### config.mk
export PLATFORM = sky130hd
export DESIGN_NAME = ddr_membus_master
export DESIGN_NICKNAME = d
export VERILOG_FILES = /design/src/rtl/ddrm_pkg.sv /design/src/rtl/ddrm_ca_pack.sv /design/src/rtl/ddrm_ck_gen.sv /design/src/rtl/ddrm_rd_capture.sv /design/src/rtl/ddr_membus_master.sv
export SDC_FILE = /design/constraint.sdc
export NUM_CORES = 1
export LEC_CHECK = 0
export BUFFER_PORTS_ARGS = -buffer_cell sky130_fd_sc_hd__buf_2
export CAP_MARGIN = 20
export CORE_MARGIN = 5
export CORE_UTILIZATION = 56
export DETAILED_ROUTE_END_ITERATION = 7
export GPL_TIMING_DRIVEN = 0
export HOLD_SLACK_MARGIN = 0.08
export PLACE_DENSITY = 0.93
export SETUP_SLACK_MARGIN = 0.15
export SLEW_MARGIN = 20
export SYNTH_ARGS = -nofsm -noshare
export SYNTH_HDL_FRONTEND = slang
export SYNTH_SLANG_ARGS = --single-unit
export TNS_END_PERCENT = 50
### constraint.sdc
create_clock -name clk -period 5 [get_ports clk]
set_input_delay 0.25 -clock clk [delete_from_list [all_inputs] [get_ports clk]]
set_output_delay 0.25 -clock clk [all_outputs]
set_load 0.1 [all_outputs]
### src/rtl/ddrm_pkg.sv
`timescale 1ns/1ps
package ddrm_pkg;
  typedef enum logic [2:0] {
    ST_IDLE, ST_CA, ST_LAT, ST_WR, ST_RD, ST_TAIL, ST_GAP
  } phase_e;

  localparam int CA_W      = 48;
  localparam int CA_BYTES  = CA_W / 8;
  localparam int UPPER_W   = 29;
  localparam int LOWER_W   = 3;
  localparam int PAD_W     = CA_W - 3 - UPPER_W - LOWER_W;
  localparam int GAP_CYC   = 2;
  localparam int TAIL_MAX  = 2;
endpackage

### src/rtl/ddrm_ca_pack.sv
`timescale 1ns/1ps
module ddrm_ca_pack
  import ddrm_pkg::*;
#(
  parameter int ADDR_W = 32
) (
  input  logic              is_read,
  input  logic              in_reg,
  input  logic              linear,
  input  logic [ADDR_W-1:0] addr,
  output logic [CA_W-1:0]   ca
);
  localparam int HI_W = ADDR_W - LOWER_W;

  logic [UPPER_W-1:0] upper;
  assign upper = UPPER_W'(addr[ADDR_W-1:LOWER_W]);

  // burst flag only carried for reads
  assign ca = {is_read, in_reg, is_read & linear, upper,
               {PAD_W{1'b0}}, addr[LOWER_W-1:0]};

  initial begin
    assert (HI_W <= UPPER_W) else $error("address too wide for command word");
  end
endmodule

### src/rtl/ddrm_ck_gen.sv
`timescale 1ns/1ps
module ddrm_ck_gen (
  input  logic clk,
  input  logic rst,
  input  logic run_hi,
  output logic ck,
  output logic ck_n
);
  logic ck_q;

  // falling-edge launch puts the bus clock edge mid-way through each byte
  always_ff @(negedge clk) begin
    if (rst) ck_q <= 1'b0;
    else     ck_q <= run_hi;
  end

  assign ck   = ck_q;
  assign ck_n = ~ck_q;
endmodule

### src/rtl/ddrm_rd_capture.sv
`timescale 1ns/1ps
module ddrm_rd_capture #(
  parameter int BYTE_W = 8
) (
  input  logic              clk,
  input  logic              rst,
  input  logic              arm,
  input  logic              rwds,
  input  logic [BYTE_W-1:0] dq_i,
  output logic              word_done,
  output logic              rd_valid,
  output logic [2*BYTE_W-1:0] rd_data
);
  logic              rwds_q;
  logic [BYTE_W-1:0] hi_q;
  logic              strobe_edge;

  assign strobe_edge = arm && (rwds != rwds_q);
  assign word_done   = strobe_edge && !rwds;

  always_ff @(posedge clk) begin
    if (rst) begin
      rwds_q   <= 1'b0;
      hi_q     <= '0;
      rd_valid <= 1'b0;
      rd_data  <= '0;
    end else begin
      rwds_q   <= rwds;
      rd_valid <= word_done;
      if (strobe_edge && rwds) hi_q <= dq_i;
      if (word_done) rd_data <= {hi_q, dq_i};
    end
  end

  // a word is only reported after a falling strobe seen while armed
  assert_word_after_fall_R7: assert property (@(posedge clk) disable iff (rst)
    rd_valid |-> ($past(arm) && !$past(rwds)));
endmodule

### src/rtl/ddr_membus_master.sv
`timescale 1ns/1ps
module ddr_membus_master
  import ddrm_pkg::*;
#(
  parameter int ADDR_W = 32,
  parameter int LEN_W  = 8,
  parameter int LAT_W  = 4
) (
  input  logic              clk,
  input  logic              rst,
  input  logic [LAT_W-1:0]  cfg_latency,
  input  logic              req_valid,
  output logic              req_ready,
  input  logic              req_read,
  input  logic              req_space,
  input  logic              req_linear,
  input  logic [ADDR_W-1:0] req_addr,
  input  logic [15:0]       req_wdata,
  input  logic [LEN_W-1:0]  req_len,
  output logic              rd_valid,
  output logic [15:0]       rd_data,
  output logic              done,
  output logic              cs_n,
  output logic              ck,
  output logic              ck_n,
  output logic [7:0]        dq_o,
  output logic              dq_oe,
  input  logic [7:0]        dq_i,
  input  logic              rwds
);
  localparam int CNT_W = ((LEN_W > LAT_W) ? LEN_W : LAT_W) + 2;

  phase_e           st;
  logic [CNT_W-1:0] half;
  logic [CA_W-1:0]  ca_q;
  logic [CA_W-1:0]  ca_next;
  logic [15:0]      wd_q;
  logic [LEN_W-1:0] len_q;
  logic [LEN_W-1:0] words;
  logic [LAT_W-1:0] lat_q;
  logic             rd_q;
  logic             word_done;
  logic             ck_run;
  logic             arm;
  logic [CNT_W-1:0] lat_end;
  logic [CNT_W-1:0] rd_end;
  phase_e           data_st;

  ddrm_ca_pack #(.ADDR_W(ADDR_W)) u_pack (
    .is_read (req_read),
    .in_reg  (req_space),
    .linear  (req_linear),
    .addr    (req_addr),
    .ca      (ca_next)
  );

  assign lat_end = (CNT_W'(lat_q) << 1) - CNT_W'(1);
  assign rd_end  = (CNT_W'(len_q) << 1) - CNT_W'(1);
  assign data_st = rd_q ? ST_RD : ST_WR;

  always_ff @(posedge clk) begin
    if (rst) begin
      st    <= ST_IDLE;
      half  <= '0;
      ca_q  <= '0;
      wd_q  <= '0;
      len_q <= '0;
      words <= '0;
      lat_q <= '0;
      rd_q  <= 1'b0;
    end else begin
      case (st)
        ST_IDLE: begin
          if (req_valid) begin
            ca_q  <= ca_next;
            wd_q  <= req_wdata;
            len_q <= (req_len == '0) ? LEN_W'(1) : req_len;
            lat_q <= cfg_latency;
            rd_q  <= req_read;
            half  <= '0;
            words <= '0;
            st    <= ST_CA;
          end
        end
        ST_CA: begin
          ca_q <= ca_q << 8;
          if (half == CNT_W'(CA_BYTES - 1)) begin
            half <= '0;
            st   <= (lat_q == '0) ? data_st : ST_LAT;
          end else begin
            half <= half + CNT_W'(1);
          end
        end
        ST_LAT: begin
          if (half == lat_end) begin
            half <= '0;
            st   <= data_st;
          end else begin
            half <= half + CNT_W'(1);
          end
        end
        ST_WR: begin
          if (half == CNT_W'(1)) begin
            half <= '0;
            st   <= ST_GAP;
          end else begin
            half <= half + CNT_W'(1);
          end
        end
        ST_RD: begin
          words <= words + LEN_W'(word_done);
          if (half == rd_end) begin
            half <= '0;
            st   <= ST_TAIL;
          end else begin
            half <= half + CNT_W'(1);
          end
        end
        ST_TAIL: begin
          words <= words + LEN_W'(word_done);
          if (words == len_q || half == CNT_W'(TAIL_MAX)) begin
            half <= '0;
            st   <= ST_GAP;
          end else begin
            half <= half + CNT_W'(1);
          end
        end
        ST_GAP: begin
          if (half == CNT_W'(GAP_CYC - 1)) begin
            half <= '0;
            st   <= ST_IDLE;
          end else begin
            half <= half + CNT_W'(1);
          end
        end
        default: st <= ST_IDLE;
      endcase
    end
  end

  assign ck_run = ((st == ST_CA) || (st == ST_LAT) || (st == ST_WR) || (st == ST_RD))
                  && !half[0];
  assign arm    = (st == ST_RD) || (st == ST_TAIL);

  ddrm_ck_gen u_ck (
    .clk    (clk),
    .rst    (rst),
    .run_hi (ck_run),
    .ck     (ck),
    .ck_n   (ck_n)
  );

  ddrm_rd_capture #(.BYTE_W(8)) u_cap (
    .clk       (clk),
    .rst       (rst),
    .arm       (arm),
    .rwds      (rwds),
    .dq_i      (dq_i),
    .word_done (word_done),
    .rd_valid  (rd_valid),
    .rd_data   (rd_data)
  );

  always_comb begin
    dq_o = '0;
    if (st == ST_CA)      dq_o = ca_q[CA_W-1 -: 8];
    else if (st == ST_WR) dq_o = half[0] ? wd_q[7:0] : wd_q[15:8];
  end

  assign cs_n      = (st == ST_IDLE) || (st == ST_GAP);
  assign dq_oe     = (st == ST_CA) || (st == ST_WR);
  assign done      = (st == ST_GAP) && (half == '0);
  assign req_ready = (st == ST_IDLE);

  assert_cs_rise_ck_low_R8: assert property (@(posedge clk) disable iff (rst)
    $rose(cs_n) |-> !ck);
  assert_ck_quiet_R4: assert property (@(posedge clk) disable iff (rst)
    (cs_n && $past(cs_n)) |-> !ck);
  assert_bus_released_R10: assert property (@(posedge clk) disable iff (rst)
    cs_n |-> !dq_oe);
  assert_done_single_R8: assert property (@(posedge clk) disable iff (rst)
    done |=> !done);
  assert_ready_gap_R9: assert property (@(posedge clk) disable iff (rst)
    (req_ready && !$past(req_ready)) |-> ($past(cs_n) && $past(cs_n, 2)));
  assert_busy_after_take_R2: assert property (@(posedge clk) disable iff (rst)
    (req_valid && req_ready) |=> !req_ready);
endmodule

==> results by group <==
Status
  • Outcome: completed

Synth
  • Synthesized cell area: between 0.005 and 0.006 mm²
  • Post-synth EDFFs: 0
  • Ys async rst share: 0%
  • Post-synthesis cell count: between 600 and 700
  • Syn nets: about 770
  • Unique masters post-synth: between 50 and 60
  • YS warnings: 0
  • Most frequent cell after synthesis: nand2_1
  • Post-synth top area share: 42.2%
  • Mean Syn Cell Area: 7.98 µm²
  • Post-synth top area cell: dfxtp_1
  • Synth cell count leaders: 138 x nand2_1, 115 x dfxtp_1, 88 x nor2_1
  • Post-synth top flop: dfxtp_1
  • FF+latch count, synth: 115
  • Post-synthesis sequential area ratio: a little over two fifths
  • Top cells by area, synth: dfxtp_1 42%, nand2_1 9.5%, a21oi_1 6.4%, nor2_1 6.1%, mux2i_1 3.7%

Power
  • Comb pwr share: about two fifths
  • Switching share of total power: between 40% and 50%
  • Share of total power in the clock network: 28.6%
  • NetSw: between 1.5 and 2 mW
  • Reg power frac: 30.9%
  • Total leakage power: approximately 3 nW
  • Pwr dens: ~540 mW/mm²
  • Power Internal: approximately 2.3 mW
  • Max IR drop VDD: approximately 0.36 mV

GRT
  • GR Overflow Total: 0
  • First-pass GRT wire length: approximately 31,000 µm
  • Largest net degree at the start of global routing: 17
  • Vias in the first global route: ~6,400
  • Initial antenna violation count: 0
  • Gr usage total: roughly 34%

Timing
  • Pin slew with the least headroom to its limit: between 1 and 1.5 ns
  • Final Skew: roughly 0.025 ns
  • Slew Limit Fails: 0
  • Slew HR: between 30% and 40%
  • RSZ-0062 raised after global routing: false
  • Setup violators final: 0
  • Setup TNS: 0 ns
  • Fin. Hold Viols: 0

Place
  • DP HPWL: around 11,000 µm
  • Placed Cells: 921
  • Port Buffers: 104
  • Gpl congestion: roughly 0.95

Routing
  • Post-route ant nets: 0
  • DRT iter0 DRCs: 543
  • Met3 wire len: around 2000 µm
  • Via density: 6.10
  • Avg WL per Cell: between 15 and 20 µm
  • WL met1: 7080 µm
  • Routed WL: a little under 20,000 µm
  • DR pass1 iterations: 6
  • Routed length on met2: 9390 µm
  • Top sig layer: met4
  • Routed via count: 6,250
  • # DRC: 0

CTS
  • Clk pin slew, worst setup/hold paths: 0.05 ns
  • TritonCTS Buffers: 17
  • H-tree level count: 4
  • Worst skew pair latency: 0.51 ns
  • Clk sinks: between 100 and 150
  • CTS tree: built
  • Root Driver: clkbuf_8
  • Clock Tree Buf Depth: 2

Floorplanning
  • Initial Util: a little under three fifths
  • Core area: 0.00964 mm²
  • Die area: approximately 0.012 mm²
  • Die Wd: 109 µm
  • IO Pins: about 110
  • Die Ht: 109 µm
  • FP Rows: 36

Final layout
  • Ratio of cells with drive above 1 in the final layout: 18.9%
  • # nets final: 960
  • Area occupied by multi-input gates: around 0.0028 mm²
  • Register area: around 0.0023 mm²
  • Area delta synth->final: 35.7%
  • Final instance count without filler cells: slightly above 1,000
  • Fillcell total: ~600

Worst setup path
  • Worst path max stage delay: between 0.4 and 0.5 ns
  • Startpoint Class: flop
  • CP max stage cell: buf_2
  • Crit-path cells: inv_1 > buf_2
  • Crit-path max FO: 2
  • Crit path DAT: between 3 and 4 ns
  • Critical Path RT: 4.75 ns
  • Setup crit end kind: primary output
  • WS Path Type: reg -> out

Flow run
  • Max Cap Viol: 0

Worst hold path
  • Hold crit path type: in -> reg
[metrics by stage]
stage | utilization [%] | hold WS (ns) | total power [mW] | instance area, µm² | worst slack, ns
after floorplan | - | 0.378 | 2.33 | 5460 | 0.466
after global placement | 63.8 | 0.440 | 2.64 | 6150 | 1.16
after detailed placement | 63.8 | 0.443 | 2.67 | 6150 | 1.17
after CTS | 76.8 | 0.0882 | 3.84 | 7400 | 1.00
after global routing | 76.8 | 0.117 | 4.14 | 7400 | 0.968
final | 76.8 | 0.107 | 3.97 | 7400 | 1.01
[power groups by stage]
stage	sequential, mW	clock, mW	combinational (mW)
2_1_floorplan	1.21	0.00250	1.12
3_3_place_gp	1.21	0.00250	1.43
3_5_place_dp	1.22	0.00250	1.46
4_1_cts	1.20	1.12	1.52
5_1_grt	1.24	1.19	1.71
6_report	1.23	1.14	1.61
[state kept, by name, indices dropped and copies added, names as in the netlist]
signal          count
len_q               8
st                  3
u_cap.rwds_q        1
u_cap.rd_data      16
u_ck.ck             1
rd_q                1
half               10
u_cap.hi_q          8
wd_q               16
u_cap.rd_valid      1
lat_q               4
words               8
ca_q               38
[cells by family after synthesis]
family / synth area share, %
and+or+nand+nor: 26.4
DFF: 42.2
muxes: 3.67
buffers and inverters: 6.03
adders and majority gates: 1.83
xor gates and xnor gates: 4.33
AOI/OAI and AO/OA: 15.5
[layout make-up]
| cell class | instances | area share, % |
|---|---|---|
| Timing Repair Buffer | 174 | 16.5 |
| Buffer | 47 | 3.68 |
| Multi-Input combinational cell | 507 | 38.2 |
| Tap cell | 133 | 2.25 |
| Clock inverter | 13 | 1.49 |
| Clock buffer | 20 | 6.02 |
| Inverter | 14 | 0.710 |
| Sequential cell | 115 | 31.1 |
| Antenna cell | 1 | 0.0338 |
[worst max-delay path, delay by kind of cell (launching register included)]
family	cells	cell delay, ns
DFF	1	0.30
buffers and inverters	2	0.45
[path summary, 6_finish.rpt]
kind,depth (start not counted),slack (ns),to,startpoint
worst min-delay path,3,0.11,ca_q[45],req_linear
worst max-delay path,2,1.01,ck_n,u_ck.ck
worst max register to register,2,1.10,u_ck.ck,half[0]
worst min register to register,2,0.45,u_cap.rd_data[15],u_cap.hi_q[7]
[timing repair]
action                                 4_1_cts  5_1_grt
endpoints found under the hold margin       79        0
hold buffers                                70        0
setup buffers                                0        0
gates resized for setup                      0        0
[routing by layer]
layer	vias to the layer above	global-route usage (%)
met1	2872	36.8
met5	-	0
li1	2748	-
met2	495	56.5
met3	135	10.7
met4	0	21.4
[layout by cell type (no fill, tap or decap), types with 4 or more instances in the layout]
cell type and n:
a21oi_1 70, or2_2 4, clkinvlp_4 4, buf_2 107, o21ai_0 13, dlygate4sd3_1 70
a211oi_1 12, dfxtp_1 115, xnor2_1 8, clkbuf_1 31, nor2_1 88, nand2_1 138
a22oi_1 10, clkbuf_8 10, nor4_1 22, xor2_1 19, nor3_1 17, nand3_1 19
clkbuf_16 16, inv_1 14, ha_1 8, nand4_1 5, o211ai_1 7, clkinv_2 4
mux2i_1 20, o311ai_0 4
No activity file was read; power rests on OpenSTA's default activity.
